[src/rtl/sra_pkg.sv]
`timescale 1ns/1ps
package sra_pkg;
  typedef enum logic [2:0] {
    PH_IDLE,
    PH_START,
    PH_DIR,
    PH_ADDR,
    PH_WDATA,
    PH_TURN,
    PH_RDATA,
    PH_TERM
  } phase_e;
endpackage

[src/rtl/sra_seq.sv]
`timescale 1ns/1ps
module sra_seq
  import sra_pkg::*;
#(
  parameter int AW = 8,
  parameter int DW = 8,
  localparam int MAXW = (AW > DW) ? AW : DW,
  localparam int CW = (MAXW > 1) ? $clog2(MAXW) : 1
) (
  input  logic          clk_i,
  input  logic          rst_ni,
  input  logic          req_i,
  input  logic          we_i,
  output logic          accept_o,
  output phase_e        phase_o,
  output logic [CW-1:0] cnt_o,
  output logic          wr_o
);
  localparam logic [CW-1:0] ALAST = CW'(AW - 1);
  localparam logic [CW-1:0] DLAST = CW'(DW - 1);

  phase_e        ph_q, ph_d;
  logic [CW-1:0] cnt_q, cnt_d;
  logic          wr_q;

  assign accept_o = (ph_q == PH_IDLE) && req_i;

  always_comb begin
    ph_d  = ph_q;
    cnt_d = cnt_q;
    unique case (ph_q)
      PH_IDLE:  if (req_i) ph_d = PH_START;
      PH_START: ph_d = PH_DIR;
      PH_DIR: begin
        ph_d  = PH_ADDR;
        cnt_d = ALAST;
      end
      PH_ADDR: begin
        if (cnt_q == '0) begin
          ph_d  = wr_q ? PH_WDATA : PH_TURN;
          cnt_d = DLAST;
        end else begin
          cnt_d = cnt_q - 1'b1;
        end
      end
      PH_WDATA: begin
        if (cnt_q == '0) ph_d = PH_TERM;
        else cnt_d = cnt_q - 1'b1;
      end
      PH_TURN: begin
        ph_d  = PH_RDATA;
        cnt_d = DLAST;
      end
      PH_RDATA: begin
        if (cnt_q == '0) ph_d = PH_TERM;
        else cnt_d = cnt_q - 1'b1;
      end
      PH_TERM:  ph_d = PH_IDLE;
      default:  ph_d = PH_IDLE;
    endcase
  end

  always_ff @(posedge clk_i or negedge rst_ni) begin
    if (!rst_ni) begin
      ph_q  <= PH_IDLE;
      cnt_q <= '0;
      wr_q  <= 1'b0;
    end else begin
      ph_q  <= ph_d;
      cnt_q <= cnt_d;
      if (accept_o) wr_q <= we_i;
    end
  end

  assign phase_o = ph_q;
  assign cnt_o   = cnt_q;
  assign wr_o    = wr_q;
endmodule

[src/rtl/sra_txshift.sv]
`timescale 1ns/1ps
module sra_txshift #(
  parameter int AW = 8,
  parameter int DW = 8,
  localparam int SW = AW + DW
) (
  input  logic          clk_i,
  input  logic          rst_ni,
  input  logic          load_i,
  input  logic          shift_i,
  input  logic [AW-1:0] addr_i,
  input  logic [DW-1:0] wdata_i,
  output logic          bit_o
);
  logic [SW-1:0] sr_q;

  always_ff @(posedge clk_i or negedge rst_ni) begin
    if (!rst_ni)      sr_q <= '0;
    else if (load_i)  sr_q <= {addr_i, wdata_i};
    else if (shift_i) sr_q <= {sr_q[SW-2:0], 1'b0};
  end

  assign bit_o = sr_q[SW-1];
endmodule

[src/rtl/sra_rxshift.sv]
`timescale 1ns/1ps
module sra_rxshift #(
  parameter int DW = 8
) (
  input  logic          clk_i,
  input  logic          rst_ni,
  input  logic          sample_i,
  input  logic          last_i,
  input  logic          sdio_i,
  output logic          rvalid_o,
  output logic [DW-1:0] rdata_o
);
  logic [DW-2:0] acc_q;
  logic [DW-1:0] rdata_q;
  logic          rvalid_q;

  always_ff @(posedge clk_i or negedge rst_ni) begin
    if (!rst_ni) begin
      acc_q    <= '0;
      rdata_q  <= '0;
      rvalid_q <= 1'b0;
    end else begin
      rvalid_q <= sample_i && last_i;
      if (sample_i) begin
        acc_q <= {acc_q[DW-3:0], sdio_i};
        if (last_i) rdata_q <= {acc_q, sdio_i};
      end
    end
  end

  assign rvalid_o = rvalid_q;
  assign rdata_o  = rdata_q;
endmodule

[src/rtl/sra_master.sv]
`timescale 1ns/1ps
module sra_master
  import sra_pkg::*;
#(
  parameter int AW = 8,
  parameter int DW = 8,
  localparam int MAXW = (AW > DW) ? AW : DW,
  localparam int CW = (MAXW > 1) ? $clog2(MAXW) : 1
) (
  input  logic          clk_i,
  input  logic          rst_ni,
  input  logic          req_i,
  input  logic          we_i,
  input  logic [AW-1:0] addr_i,
  input  logic [DW-1:0] wdata_i,
  input  logic          sdio_i,
  output logic          sdio_oe_o,
  output logic          sdio_do_o,
  output logic          busy_o,
  output logic          rvalid_o,
  output logic [DW-1:0] rdata_o
);
  phase_e        phase;
  logic [CW-1:0] cnt;
  logic          accept, wr, tx_bit;

  sra_seq #(.AW(AW), .DW(DW)) u_seq (
    .clk_i    (clk_i),
    .rst_ni   (rst_ni),
    .req_i    (req_i),
    .we_i     (we_i),
    .accept_o (accept),
    .phase_o  (phase),
    .cnt_o    (cnt),
    .wr_o     (wr)
  );

  sra_txshift #(.AW(AW), .DW(DW)) u_tx (
    .clk_i   (clk_i),
    .rst_ni  (rst_ni),
    .load_i  (accept),
    .shift_i ((phase == PH_ADDR) || (phase == PH_WDATA)),
    .addr_i  (addr_i),
    .wdata_i (wdata_i),
    .bit_o   (tx_bit)
  );

  sra_rxshift #(.DW(DW)) u_rx (
    .clk_i    (clk_i),
    .rst_ni   (rst_ni),
    .sample_i (phase == PH_RDATA),
    .last_i   (cnt == '0),
    .sdio_i   (sdio_i),
    .rvalid_o (rvalid_o),
    .rdata_o  (rdata_o)
  );

  always_comb begin
    sdio_oe_o = 1'b1;
    sdio_do_o = 1'b0;
    unique case (phase)
      PH_START:            sdio_do_o = 1'b1;
      PH_DIR:              sdio_do_o = ~wr;
      PH_ADDR, PH_WDATA:   sdio_do_o = tx_bit;
      PH_TERM:             sdio_do_o = 1'b0;
      default:             sdio_oe_o = 1'b0;  // idle, turnaround, read data
    endcase
  end

  assign busy_o = (phase != PH_IDLE);
endmodule

[config.mk]
export PLATFORM = sky130hd
export DESIGN_NAME = sra_master
export DESIGN_NICKNAME = d
export VERILOG_FILES = /design/src/rtl/sra_pkg.sv /design/src/rtl/sra_seq.sv /design/src/rtl/sra_txshift.sv /design/src/rtl/sra_rxshift.sv /design/src/rtl/sra_master.sv
export SDC_FILE = /design/constraint.sdc
export NUM_CORES = 1
export LEC_CHECK = 0
export BUFFER_PORTS_ARGS = -buffer_cell sky130_fd_sc_hd__buf_2
export CAP_MARGIN = 20
export CORE_MARGIN = 2
export CORE_UTILIZATION = 50
export CTS_CLUSTER_DIAMETER = 200
export DETAILED_ROUTE_END_ITERATION = 7
export GPL_ROUTABILITY_DRIVEN = 0
export MAX_ROUTING_LAYER = met4
export PLACE_DENSITY = 0.72
export SKIP_LAST_GASP = 1
export SLEW_MARGIN = 15
export SYNTH_ARGS = -nofsm -noshare
export SYNTH_HDL_FRONTEND = slang
export SYNTH_SLANG_ARGS = --single-unit
[constraint.sdc]
create_clock -name clk_i -period 4.4 [get_ports clk_i]
set_input_delay 0.44 -clock clk_i [delete_from_list [all_inputs] [get_ports clk_i]]
set_output_delay 0.44 -clock clk_i [all_outputs]
set_load 0.01 [all_outputs]
==> results.json <==
{
  "p_comb_frac": 0.394,
  "drv_cap": 0,
  "required_ns": 3.96,
  "clockRootBuffer": "sky130_fd_sc_hd__clkbuf_8",
  "ioPinCount": 33,
  "synth.yosys.seq_area_share": 0.506,
  "final_period_minus_worst_setup_slack_ns": 2.13,
  "synth_cell_type_count": 39,
  "finish.net_count": 218,
  "synth-warning-count": 0,
  "finalSetupTns_ns": 0,
  "worstPathCellList": "or3_1 > a21boi_0 > buf_2",
  "drt_iter0_drc": 78,
  "fp.dieArea_um2": 4370,
  "cts_tree": "yes",
  "post_drt_wl_per_cell_um": 13.4,
  "place_ws_ns": 2.39,
  "final_critical_path_setup_slack_ns": 2.27,
  "maximum_vdd_ir_drop_v": 0.000290,
  "dp_cells": 236,
  "final.period_utilization": 0.483,
  "clk_pin_slew_worst_setup_hold_paths_ns": 0.07,
  "worst_path_largest_cell_delay_ns": 0.62,
  "drv_slew": 0,
  "status": "completed",
  "power.internal_uw": 910,
  "power.density_nw_per_um2": 661,
  "critical_path.slowest_cell": "sky130_fd_sc_hd__dfrtp_1",
  "number_of_flops_mapped_to_enable_cells_by_yosys": 0,
  "postSynthCellCount": 164,
  "cts_setup_buffers": 0,
  "grt_antenna_before_repair": 0,
  "ctsLongestPathBuffers": 2,
  "postCtsHoldBufs": 0,
  "ant_nets": 0,
  "max_clock_freq_mhz": 470,
  "post_route_cells_drive_above_1_share": 0.359,
  "timing_worst_slew_pin_value_ns": 0.826,
  "cts_made_buffers": 5,
  "slew-limit-headroom": 0.449,
  "floorplan.die.height_um": 66.1,
  "worstHoldPathType": "input pin to asynchronous set/reset pin",
  "mappedNetlistArea_um2": 1930,
  "synth_area_leaders": "sky130_fd_sc_hd__dfrtp_1, sky130_fd_sc_hd__mux2i_1, sky130_fd_sc_hd__mux2_4",
  "clk-insertion-delay-late_ns": 0.29,
  "number_of_fillers_in_the_final_layout": 322,
  "fin_cells": 243,
  "clock_power_share": 0.163,
  "setup_repair_after_global_routing_missed_its_margin": "no",
  "ys.flop_type": "sky130_fd_sc_hd__dfrtp_1",
  "postSynthAreaPerCell_um2": 11.8,
  "area_growth_pct": 13.5,
  "power.static_leakage_uw": 0.00100,
  "detailedRoute.firstPassIterationCount": 4,
  "report.final.setup_viol": 0,
  "final_area_um2": 2190,
  "drc_errors": 0,
  "routed_wirelength_um": 3270,
  "yosys.area.top_type": "sky130_fd_sc_hd__dfrtp_1",
  "grt_pass1_vias": 1261,
  "max_fanout_on_critical_path": 19,
  "n_antenna_cell": 0,
  "viasPerCell": 5.23,
  "synth_top_area_frac": 0.506,
  "power.share.sequential": 0.443,
  "cts_htree_levels": 2,
  "worst_setup_path_start_kind": "flop",
  "hold_viol": 0,
  "grt_first_pass_wirelength_um": 5610,
  "sw_frac_of_total": 0.372,
  "power_switching_uw": 538,
  "placed_cell_area_um2": 2100,
  "die_width_um": 66.1,
  "worstSetupEndpointType": "output pin",
  "cts_repair_resize_count": 0,
  "clkSinkCount": 39,
  "post-dp-hpwl_um": 2410,
  "timing.clock.skew_ns": 0.00401,
  "fp-row-count": 22,
  "postSynthNetCount": 187,
  "grt_use_total": 0.179,
  "globalRouteOverflowTotal": 0,
  "grt_start_max_net_pins": 40,
  "floorplan.initialDensity": 0.523,
  "placeableCoreArea_um2": 3690,
  "total_power_uw": 1450,
  "postSynth.asyncResetShare": 1.00,
  "critical_path_arrival_ns": 1.69,
  "worstSetupPathType": "flop to output pin",
  "io_buffer_count": 32,
  "dr_total_vias": 1271,
  "multi_input_comb_area_um2": 865,
  "post_synthesis_sequential_element_count": 39,
  "area_occupied_by_registers_um2": 976
}
## synth_stat cells, types with 2 or more instances
master / number
sky130_fd_sc_hd__dfrtp_1: 39
sky130_fd_sc_hd__nor2_1: 21
sky130_fd_sc_hd__mux2i_1: 15
sky130_fd_sc_hd__a21oi_1: 11
sky130_fd_sc_hd__mux2_2: 8
sky130_fd_sc_hd__mux2_4: 8
sky130_fd_sc_hd__a21oi_2: 7
sky130_fd_sc_hd__buf_2: 5
sky130_fd_sc_hd__inv_1: 5
sky130_fd_sc_hd__nand2_1: 5
sky130_fd_sc_hd__o21ai_0: 4
sky130_fd_sc_hd__o22ai_1: 4
sky130_fd_sc_hd__buf_6: 2
sky130_fd_sc_hd__ha_1: 2
sky130_fd_sc_hd__nand2b_1: 2
sky130_fd_sc_hd__nor3_1: 2
sky130_fd_sc_hd__o32ai_1: 2
## per-layer routing
layer / wire [um] / global-route usage / part of all wire
met1: 1460 / 0.219 / 0.45
met3: 133 / 0.0511 / 0.041
met5: 0 / - / 0
met4: 60 / 0.0689 / 0.018
met2: 1610 / 0.280 / 0.49
## area by class of cell
type / count / area share
clock buffers: 6 / 0.0377
clock inverters: 1 / 0.00229
inverters: 5 / 0.00857
multi-input cells: 110 / 0.395
flip-flops and latches: 39 / 0.446
well taps: 48 / 0.0274
repair buffers: 34 / 0.0834
## final timing paths
kind | from | end | slack (ns) | cells past startpoint
min in group clk_i | we_i | u_seq.wr_o$_DFFE_PN0P_ | 0.38 | 2
min | rst_ni | u_rx.rdata_o[4]$_DFFE_PN0P_ | 0.25 | 1
max in group asynchronous | rst_ni | u_tx.sr_q[13]$_DFFE_PN0P_ | 3.64 | 1
min reg2reg | u_rx.rdata_o[4]$_DFFE_PN0P_ | u_rx.rdata_o[4]$_DFFE_PN0P_ | 0.50 | 1
max | u_seq.phase_o[2]$_DFFE_PN0P_ | sdio_oe_o | 2.27 | 3
max reg2reg | u_seq.phase_o[2]$_DFFE_PN0P_ | u_rx.rdata_o[5]$_DFFE_PN0P_ | 2.38 | 4
## worst max-delay path, delay by kind of cell, from the launching register on
kind | cells | cell delay, ns
buffers and inverters | 1 | 0.18
AND/OR/NAND/NOR | 1 | 0.47
AO/OA/AOI/OAI | 1 | 0.13
flip-flops | 1 | 0.62
## registers in the layout (all words and copies together), names as in the netlist
name / cells
u_tx.sr_q: 16
u_rx.rdata_o: 8
u_rx.acc_q: 7
u_seq.cnt_o: 3
u_seq.phase_o: 3
u_rx.rvalid_o: 1
u_seq.wr_o: 1
## cells by family after synthesis
kind of cell,after synthesis,synth area share
and+or+nand+nor,39,0.106
DFF,39,0.506
AOI/OAI and AO/OA,36,0.128
muxes,31,0.187
buffers and inverters,15,0.0506
xor gates and xnor gates,2,0.00908
adders and majority gates,2,0.0130
## power by group through the flow
stage	clock [uW]	sequential, uW	combinational [uW]
after global routing	262	667	641
after detailed placement	0	648	576
after global placement	0	635	521
after floorplan	0	597	479
final	236	641	571
after CTS	246	642	577
## per-stage QoR
| step | utilization | hold WS, ns |
|---|---|---|
| 6_report | 0.594 | 0.247 |
| 5_1_grt | 0.594 | 0.296 |
| 4_1_cts | 0.594 | 0.269 |
| 3_5_place_dp | 0.570 | 0.486 |
| 3_3_place_gp | 0.566 | 0.487 |
| 2_1_floorplan | - | 0.144 |
## cells in the final DEF, fill, tap and decap left out, types with 6 or more instances in the layout
cell                       netlist  final
sky130_fd_sc_hd__dfrtp_1        39     39
sky130_fd_sc_hd__buf_2           5     32
sky130_fd_sc_hd__nor2_1         21     21
sky130_fd_sc_hd__mux2i_1        15     15
sky130_fd_sc_hd__a21oi_1        11     11
sky130_fd_sc_hd__mux2_4          8      8
sky130_fd_sc_hd__mux2_2          8      8
sky130_fd_sc_hd__a21oi_2         7      7
sky130_fd_sc_hd__clkbuf_8        0      6
No activity file was read; power rests on OpenSTA's default activity.
